<file path="config.mk">
export PLATFORM = sky130hd
export DESIGN_NAME = slot_sched_top
export DESIGN_NICKNAME = d
export VERILOG_FILES = /design/src/rtl/slot_sched_pkg.sv /design/src/rtl/slot_table.sv /design/src/rtl/slot_pointer.sv /design/src/rtl/issue_select.sv /design/src/rtl/slot_sched_top.sv
export SDC_FILE = /design/constraint.sdc
export NUM_CORES = 1
export LEC_CHECK = 0
export ABC_CLOCK_PERIOD_IN_PS = 3400
export BUFFER_PORTS_ARGS = -buffer_cell sky130_fd_sc_hd__buf_2
export CORE_ASPECT_RATIO = 2
export CORE_MARGIN = 5
export CORE_UTILIZATION = 25
export DETAILED_ROUTE_END_ITERATION = 12
export GPL_TIMING_DRIVEN = 1
export SETUP_SLACK_MARGIN = 0.1
export SYNTH_ARGS = -nofsm -noshare
export SYNTH_HDL_FRONTEND = slang
export SYNTH_SLANG_ARGS = --single-unit
export TNS_END_PERCENT = 5
</file>
<file path="constraint.sdc">
create_clock -name clk -period 3.4 [get_ports clk]
set_input_delay 0.68 -clock clk [delete_from_list [all_inputs] [get_ports clk]]
set_output_delay 0.68 -clock clk [all_outputs]
set_load 0.02 [all_outputs]
</file>
<file path="src/rtl/slot_sched_pkg.sv">
package slot_sched_pkg;
  localparam int DEF_THREADS = 8;
  localparam int DEF_SLOTS   = 32;

  typedef enum logic [1:0] {
    GRANT_NONE     = 2'd0,
    GRANT_OWN      = 2'd1,
    GRANT_FALLBACK = 2'd2
  } grant_kind_e;
endpackage

</file>
<file path="src/rtl/slot_table.sv">
module slot_table #(
  parameter int NUM_THREADS = 8,
  parameter int MAX_SLOTS   = 32,
  localparam int TID_W = $clog2(NUM_THREADS),
  localparam int PTR_W = $clog2(MAX_SLOTS)
) (
  input  logic             clk,
  input  logic             rst_n,
  input  logic             wr_en,
  input  logic [PTR_W-1:0] wr_addr,
  input  logic [TID_W-1:0] wr_tid,
  input  logic [PTR_W-1:0] rd_addr,
  output logic [TID_W-1:0] rd_tid
);
  logic [TID_W-1:0] mem [MAX_SLOTS];

  always_ff @(posedge clk) begin
    if (!rst_n) begin
      for (int i = 0; i < MAX_SLOTS; i++) mem[i] <= TID_W'(i % NUM_THREADS);
    end else if (wr_en) begin
      mem[wr_addr] <= wr_tid;
    end
  end

  assign rd_tid = mem[rd_addr];


  wr_land_chk: assert property (@(posedge clk) disable iff (!rst_n)
    wr_en |=> mem[$past(wr_addr)] == $past(wr_tid));
endmodule

</file>
<file path="src/rtl/slot_pointer.sv">
module slot_pointer #(
  parameter int MAX_SLOTS   = 32,
  parameter int NUM_THREADS = 8,
  localparam int PTR_W = $clog2(MAX_SLOTS),
  localparam int LEN_W = PTR_W + 1
) (
  input  logic             clk,
  input  logic             rst_n,
  input  logic             len_wr_en,
  input  logic [LEN_W-1:0] len_wr_val,
  output logic [PTR_W-1:0] ptr_q
);
  logic [LEN_W-1:0] len_q;
  logic [LEN_W-1:0] len_clamped;
  logic [LEN_W-1:0] ptr_plus;

  always_comb begin
    if (len_wr_val == '0)                          len_clamped = LEN_W'(1);
    else if (len_wr_val > LEN_W'(MAX_SLOTS))       len_clamped = LEN_W'(MAX_SLOTS);
    else                                           len_clamped = len_wr_val;
  end

  assign ptr_plus = {1'b0, ptr_q} + LEN_W'(1);

  always_ff @(posedge clk) begin
    if (!rst_n) begin
      ptr_q <= '0;
      len_q <= LEN_W'(NUM_THREADS);
    end else begin
      ptr_q <= (ptr_plus >= len_q) ? '0 : ptr_plus[PTR_W-1:0];
      if (len_wr_en) len_q <= len_clamped;
    end
  end


  ptr_step_chk: assert property (@(posedge clk) disable iff (!rst_n)
    (ptr_q != '0) |-> ({1'b0, ptr_q} == {1'b0, $past(ptr_q)} + LEN_W'(1)));

  ptr_wrap_chk: assert property (@(posedge clk) disable iff (!rst_n)
    (len_q <= {1'b0, ptr_q}) |=> (ptr_q == '0));

  len_range_chk: assert property (@(posedge clk) disable iff (!rst_n)
    (len_q >= LEN_W'(1)) && (len_q <= LEN_W'(MAX_SLOTS)));
endmodule

</file>
<file path="src/rtl/issue_select.sv">
module issue_select
  import slot_sched_pkg::*;
#(
  parameter int NUM_THREADS = 8,
  localparam int TID_W = $clog2(NUM_THREADS)
) (
  input  logic                   clk,
  input  logic                   rst_n,
  input  logic [TID_W-1:0]       slot_tid,
  input  logic [NUM_THREADS-1:0] runnable,
  input  logic [TID_W-1:0]       fallback_tid,
  output logic                   issue_valid,
  output logic [TID_W-1:0]       issue_tid,
  output logic                   issue_reassigned
);
  grant_kind_e kind;

  always_comb begin
    if (runnable[slot_tid])          kind = GRANT_OWN;
    else if (runnable[fallback_tid]) kind = GRANT_FALLBACK;
    else                             kind = GRANT_NONE;
  end

  always_comb begin
    unique case (kind)
      GRANT_OWN: begin
        issue_valid = 1'b1; issue_tid = slot_tid; issue_reassigned = 1'b0;
      end
      GRANT_FALLBACK: begin
        issue_valid = 1'b1; issue_tid = fallback_tid; issue_reassigned = 1'b1;
      end
      default: begin
        issue_valid = 1'b0; issue_tid = '0; issue_reassigned = 1'b0;
      end
    endcase
  end


  own_grant_chk: assert property (@(posedge clk) disable iff (!rst_n)
    (issue_valid && !issue_reassigned) |-> (runnable[issue_tid] && issue_tid == slot_tid));

  fallback_grant_chk: assert property (@(posedge clk) disable iff (!rst_n)
    issue_reassigned |-> (issue_valid && issue_tid == fallback_tid && !runnable[slot_tid]));

  idle_grant_chk: assert property (@(posedge clk) disable iff (!rst_n)
    !issue_valid |-> (!runnable[slot_tid] && !runnable[fallback_tid] && issue_tid == '0));
endmodule

</file>
<file path="src/rtl/slot_sched_top.sv">
module slot_sched_top
  import slot_sched_pkg::*;
#(
  parameter int NUM_THREADS = DEF_THREADS,
  parameter int MAX_SLOTS   = DEF_SLOTS,
  localparam int TID_W = $clog2(NUM_THREADS),
  localparam int PTR_W = $clog2(MAX_SLOTS),
  localparam int LEN_W = PTR_W + 1
) (
  input  logic                   clk,
  input  logic                   rst_n,
  input  logic                   tbl_wr_en,
  input  logic [PTR_W-1:0]       tbl_wr_addr,
  input  logic [TID_W-1:0]       tbl_wr_tid,
  input  logic                   len_wr_en,
  input  logic [LEN_W-1:0]       len_wr_val,
  input  logic [NUM_THREADS-1:0] runnable,
  input  logic [TID_W-1:0]       fallback_tid,
  output logic                   issue_valid,
  output logic [TID_W-1:0]       issue_tid,
  output logic                   issue_reassigned
);
  logic [PTR_W-1:0] ptr;
  logic [TID_W-1:0] slot_tid;

  slot_pointer #(.MAX_SLOTS(MAX_SLOTS), .NUM_THREADS(NUM_THREADS)) u_ptr (
    .clk(clk), .rst_n(rst_n), .len_wr_en(len_wr_en), .len_wr_val(len_wr_val),
    .ptr_q(ptr)
  );

  slot_table #(.NUM_THREADS(NUM_THREADS), .MAX_SLOTS(MAX_SLOTS)) u_tbl (
    .clk(clk), .rst_n(rst_n), .wr_en(tbl_wr_en), .wr_addr(tbl_wr_addr),
    .wr_tid(tbl_wr_tid), .rd_addr(ptr), .rd_tid(slot_tid)
  );

  issue_select #(.NUM_THREADS(NUM_THREADS)) u_sel (
    .clk(clk), .rst_n(rst_n), .slot_tid(slot_tid), .runnable(runnable),
    .fallback_tid(fallback_tid), .issue_valid(issue_valid),
    .issue_tid(issue_tid), .issue_reassigned(issue_reassigned)
  );
endmodule

</file>
==> qor.yml, run 1 <==
placedCellCount: 744
fmax_ghz: 0.271
port_buffers: 33
cp_data_required_time_ns: 2.72
worst_slack_ns: -0.291
cts_made_buffers: 9
synth_edf_count: 96
violations: "negative setup slack"
routed_wirelength_um: 14100
drc_errors: 0
core_um2: 21600
synth_fp_nets: 497
holdWs_ns: 0.501
setup_viol_count_final: 5
cts_buffer_depth: 2
powerDensity_nw_per_um2: 512
cts.clk_slew.worst_paths_ns: 0.07
antenna_left: 0
fin_crit_ns: 3.69
die_area_um2: 25200
hold_violations: 0
peakVddDrop_mv: 0.299
synthesis.area_um2: 5490
worst_path_largest_cell_delay_ns: 0.55
path_max_fanout: 21
syn_area_per_cell_um2: 11.9
crit_buf_inv: 4
holdPathEnd: "u_ptr.len_q[3]"
maxSlewHeadroom_pct: 38.3
worstSkewPairLatency_ns: 0.36
worst_ep_arrival_time_ns: 3.01
cts_htree_levels: 3
wl_per_cell_um: 18.6
worst_pin_slew_ns: 0.925
grt_pass1_wl_um: 21300
fin_worst_skew_ns: 0.00207
die_y_um: 220
rrSetupSlack_ns: 1.14
yosys.area.top_type_share_pct: 52.5
fin_nets: 519
drtPass1Iterations: 4
area_growth_syn_to_layout_pct: 15.2
synth_most_common_cell: "edfxtp_1"
crit_path_end_kind: "output port"
worstHoldStart: "u_ptr.len_q[3]"
grt_max_degree: 41
critPathLaunch: "u_ptr.ptr_q[1]"
post-route-period-util_pct: 109
slowest_stage: "mux4_2"
path_delay_family: "multiplexers"
route.vias.total: 3689
synthDistinctLibCells: 45
tritoncts: "built"
maxCapViolations: 0
initial_core_util_pct: 25.5
synth_seq_area_share_pct: 56.5
ys.warnings.count: 0
status: "finished, violations left"
instances_no_fill: 761
netlist_instances: 461
r2r_start: "u_ptr.ptr_q[2]"
synthTopCellsByCount: "96 x edfxtp_1, 35 x mux2i_1, 34 x nor3_1"
finalPower_mw: 3.24
io_pins: 34
r2r_cells: 8
path_class: "reg -> out"
cts_hold_buf: 0
cpMostUsedCell: "buf_4"
ctsRootBufferMaster: "clkbuf_16"
clock_sinks: 107
worstHoldPathType: "reg -> reg"
place_hpwl_um: 10600
p_leak_nw: 2.07
crit_chain: "buf_12, buf_4, mux2i_1, a22oi_1, a21oi_1, nor4_2, buf_4, mux4_2, mux2i_4, mux2i_1, buf_4"
drt_iter0_markers: 331
yosysTopAreaCell: "edfxtp_1"
drive_gt1_share_pct: 21.5
grt_overflow: 0
ys.flop_type: "edfxtp_1"
track_usage_pct: 11.4
cp-start-kind: "flip-flop"
r2r-end: "u_ptr.ptr_q[2]"
synthArstFlopShare_pct: 0
grt_pass1_vias: 3868
drv_slew: 0
antenna_found_initial: 1
hold_depth: 2
place.gp.congestion: 0.856
n_antenna_cell: 0
rsz0062_at_grt: "yes"
die_w_um: 115
rows: 76
synth.area.top_cells: "edfxtp_1 52%, mux2i_1 6.4%, mux4_2 4.9%, dfxtp_1 4.0%, or3_1 3.6%"
yosys_register_bits: 107
viasPerCell: 4.85
-- per-stage QoR --
stage	worst slack [ns]	setup TNS [ns]	cell area, µm²	utilization [%]
after floorplan	0.0590	0	5490	-
after global placement	-0.0849	-0.168	5940	27.5
after detailed placement	-0.174	-0.300	5940	27.5
after CTS	-0.306	-0.809	6320	29.3
after global routing	-0.483	-1.74	6330	29.3
final	-0.291	-0.842	6330	29.3
-- state kept, by name, indices dropped and copies added (netlist names) --
name and count:
u_tbl.mem 96, u_ptr.len_q 6, u_ptr.ptr_q 5
-- cells in the final DEF, fill, tap and decap left out, types with 3 or more instances in the layout --
| cell type | instances |
|---|---|
| a21o_1 | 3 |
| a21oi_1 | 7 |
| a22oi_1 | 10 |
| a22oi_2 | 7 |
| and2_1 | 7 |
| and3_1 | 5 |
| buf_2 | 29 |
| buf_4 | 21 |
| clkbuf_16 | 9 |
| dfxtp_1 | 9 |
| edfxtp_1 | 96 |
| ha_1 | 7 |
| inv_1 | 12 |
| inv_6 | 3 |
| mux2i_1 | 34 |
| mux4_2 | 14 |
| nand2_1 | 33 |
| nand2b_1 | 5 |
| nand3_1 | 11 |
| nand3b_1 | 3 |
| nor2_1 | 22 |
| nor2b_1 | 6 |
| nor3_1 | 34 |
| o21ai_0 | 33 |
| or3_1 | 32 |
-- worst register-to-register path, stage by stage, from the launching register on --
cell	delay (ns)
dfxtp_1	0.51
and2_4	0.28
nand2_1	0.10
xnor2_1	0.16
ha_1	0.30
a21o_1	0.11
a21oi_1	0.06
o21ai_0	0.50
nor2b_1	0.11
-- metal layers --
layer,part of all wire [%],GRT usage (%),vias to the layer above
li1,-,-,1756
met1,33,10.4,1765
met2,56,21.9,131
met3,5.4,2.23,37
met4,5.6,7.95,0
met5,0,0,-
-- final cells by class --
type,instances,area [µm²]
clock buffers,10,229
clock inverters,6,70.1
fillers,2154,15300
inverters,14,52.6
multi-input cells,297,2170
flip-flops and latches,107,3110
well taps,273,342
repair buffers,54,365
-- cells by family (layout without fill, tap and decap cells) --
logic type               count (synthesis)  after routing  share of synthesized area (%)
AO/OA/AOI/OAI                           64             64                           7.01
adder cells (fa/ha/maj)                  7              7                           1.59
flip-flops                             107            107                           56.5
multiplexers                            51             51                           12.8
AND/OR/NAND/NOR                        172            172                           16.5
XOR/XNOR                                 3              3                          0.478
buffers and inverters                   57             84                           5.19
-- timing repair --
item / 4_1_cts / 5_1_grt
pin swaps: 3 / 0
endpoints found under the setup margin: 5 / 5
resized for setup: 22 / 2
buffers inserted: 1 / 0
-- report_power, final --
| part | leakage [nW] | total, mW | internal (mW) | switching, mW |
|---|---|---|---|---|
| Sequential | 1.03 | 1.53 | 1.50 | 0.0324 |
| Combinational | 0.894 | 0.646 | 0.291 | 0.354 |
| Clock | 0.148 | 1.06 | 0.580 | 0.482 |
| Total | 2.07 | 3.24 | 2.37 | 0.869 |
-- worst max path at each step --
stage	to	cells after the start
after floorplan	issue_tid[0]	9
after global placement	issue_tid[0]	9
after detailed placement	issue_tid[1]	9
after CTS	issue_tid[1]	10
after global routing	issue_tid[1]	10
final	issue_tid[1]	11
(Power assumes the default switching activity.)
==> run 2, diff against run 1 <==
--- a/config.mk
+++ b/config.mk
@@ -5,7 +5,7 @@
 export SDC_FILE = /design/constraint.sdc
 export NUM_CORES = 1
 export LEC_CHECK = 0
-export ABC_CLOCK_PERIOD_IN_PS = 3400
+export ABC_CLOCK_PERIOD_IN_PS = 3000
 export BUFFER_PORTS_ARGS = -buffer_cell sky130_fd_sc_hd__buf_2
 export CORE_ASPECT_RATIO = 2
 export CORE_MARGIN = 5
==> constraint.sdc (replaced) <==
create_clock -name clk -period 3 [get_ports clk]
set_input_delay 0.6 -clock clk [delete_from_list [all_inputs] [get_ports clk]]
set_output_delay 0.6 -clock clk [all_outputs]
set_load 0.02 [all_outputs]
==> run 2 against run 1 <==
The flow still finishes with violations (negative setup slack). Via count is 1.4% higher. Sequential cell count unchanged. Power increased by 12%. Core utilization up 0.43 points. Final cell count is 1.7% higher. Worst setup slack got worse by 0.44 ns. Clock skew down 0.0011 ns. Clock power is 4% higher. Register-to-register slack worse by 0.50 ns. Non-clock buffer count increased by 13. First-iteration DRC count fell by 17%. Critical endpoint is now issue_tid[0]. Largest cell class unchanged. Largest power group unchanged.
==> qor.yml, run 2 (same netlist as run 1, synthesis figures left out) <==
status: "finished, violations left"
violations: "negative setup slack"
fin_worst_skew_ns: 0.000960
setup_tns_ns: -2.97
met3_wirelength_um: 499
hold_violations: 0
peakVddDrop_mv: 0.277
die_area_um2: 25200
hold_depth: 2
worstHoldPathType: "reg -> reg"
antenna_left: 0
post-route-period-util_pct: 124
setup_viol_count_final: 5
die_y_um: 220
drc_errors: 0
r2r-end: "u_ptr.ptr_q[4]"
cts.clk_slew.worst_paths_ns: 0.07
grt_pass1_wl_um: 22500
crit_path_end_kind: "output port"
tritoncts: "built"
track_usage_pct: 12.1
routed_wirelength_um: 14600
drive_gt1_share_pct: 23.0
rows: 76
endpoint: "issue_tid[0]"
layout_common_cells: "96 x edfxtp_1, 34 x nor3_1, 33 x nand2_1, 33 x o21ai_0"
drv_slew: 0
path_max_fanout: 11
path_class: "reg -> out"
viasPerCell: 4.83
worstSkewPairLatency_ns: 0.35
powerDensity_nw_per_um2: 567
port_buffers: 33
maxSlewHeadroom_pct: 39.4
initial_core_util_pct: 25.5
io_pins: 34
antenna_found_initial: 0
grt_pass1_vias: 3990
cts_buffer_depth: 2
rrSetupSlack_ns: 0.64
p_leak_nw: 2.14
dpl-instance-area_um2: 6070
worst_slack_ns: -0.726
top_layer_used: "met4"
route.vias.total: 3740
rsz0062_at_grt: "yes"
cts_made_buffers: 9
n_antenna_cell: 0
drt_iter0_markers: 276
holdWs_ns: 0.498
core_um2: 21600
cp-start-kind: "flip-flop"
ctsRootBufferMaster: "clkbuf_16"
wl_met2_um: 8570
n_fill_cell: 2142
drt-met1-wl_um: 4670
area_growth_syn_to_layout_pct: 16.9
r2r_start: "u_ptr.ptr_q[1]"
place_hpwl_um: 11000
post-cts-setup-buffer-count: 0
finalPower_mw: 3.65
cp_data_required_time_ns: 2.40
die_w_um: 115
place.gp.congestion: 0.906
maxCapViolations: 0
fin_crit_ns: 3.73
worst_ep_arrival_time_ns: 3.13
critPathLaunch: "u_ptr.ptr_q[1]"
clock_sinks: 107
final_cell_area_um2: 6420
grt_max_degree: 40
reg_top3: "u_tbl.mem x96, u_ptr.len_q x6, u_ptr.ptr_q x5"
wl_per_cell_um: 18.9
drtPass1Iterations: 6
fmax_ghz: 0.268
largest_register_ffs: 96
worst_pin_slew_ns: 0.909
fin_nets: 532
layout_commonest_cell: "edfxtp_1"
grt_overflow: 0
r2r_cells: 9
top_register: "u_tbl.mem"
cts_htree_levels: 3
## run 2: changes by cell type in the layout (fill, tap and decap cells not counted), sizes merged
cell,delta
inv,-2
clkinv,+4
bufinv,-1
bufbuf,+1
buf,+12
clkbuf,-1
## run 2: timing repair
item,CTS,global route
resized for setup,14,1
gates cloned,1,0
endpoints found under the setup margin,5,5
pin swaps,3,0
hold buffers,0,0
## run 2: metrics by stage
step	cells	utilization, %	worst slack [ns]
CTS	774	29.7	-0.774
detailed placement	757	28.1	-0.481
floorplan	461	-	-0.167
finish	774	29.8	-0.726
global route	774	29.8	-0.873
global placement	757	28.1	-0.407
## run 2: worst min-delay path by stage
stage / from / end
final: u_ptr.len_q[0] / u_ptr.len_q[0]
after global routing: len_wr_val[3] / u_ptr.len_q[3]
after CTS: len_wr_val[3] / u_ptr.len_q[3]
after detailed placement: u_ptr.len_q[0] / u_ptr.len_q[0]
after global placement: u_ptr.len_q[0] / u_ptr.len_q[0]
after floorplan: u_ptr.len_q[0] / u_ptr.len_q[0]
## run 2: power breakdown
group          internal (mW)  switching (mW)  leakage (nW)  total (mW)
Combinational          0.391           0.409         0.971       0.799
Clock                  0.560           0.537         0.135        1.10
Sequential              1.70          0.0462          1.03        1.75
Total                   2.65           0.991          2.14        3.65
## run 2: area by class of cell
type	instances	area [µm²]	share of cell area [%]
clock buffers	9	225	3.51
clock inverters	7	43.8	0.682
inverters	14	52.6	0.818
multi-input cells	297	2160	33.7
flip-flops and latches	107	3110	48.4
well taps	273	342	5.32
repair buffers	67	492	7.65
## run 2: critical path, stage by stage, from the launching register on
cell       delay [ns]
dfxtp_4          0.38
bufbuf_16        0.29
buf_4            0.16
mux2i_1          0.12
a22oi_1          0.25
a211oi_2         0.11
nor4_2           0.22
buf_4            0.16
mux4_2           0.34
mux2i_4          0.31
mux2i_4          0.29
buf_6            0.14
## run 2: metal layers
layer,track usage (%),up-vias
li1,-,1784
met1,10.8,1814
met2,23.6,105
met3,2.06,37
met4,8.38,0
met5,0,-
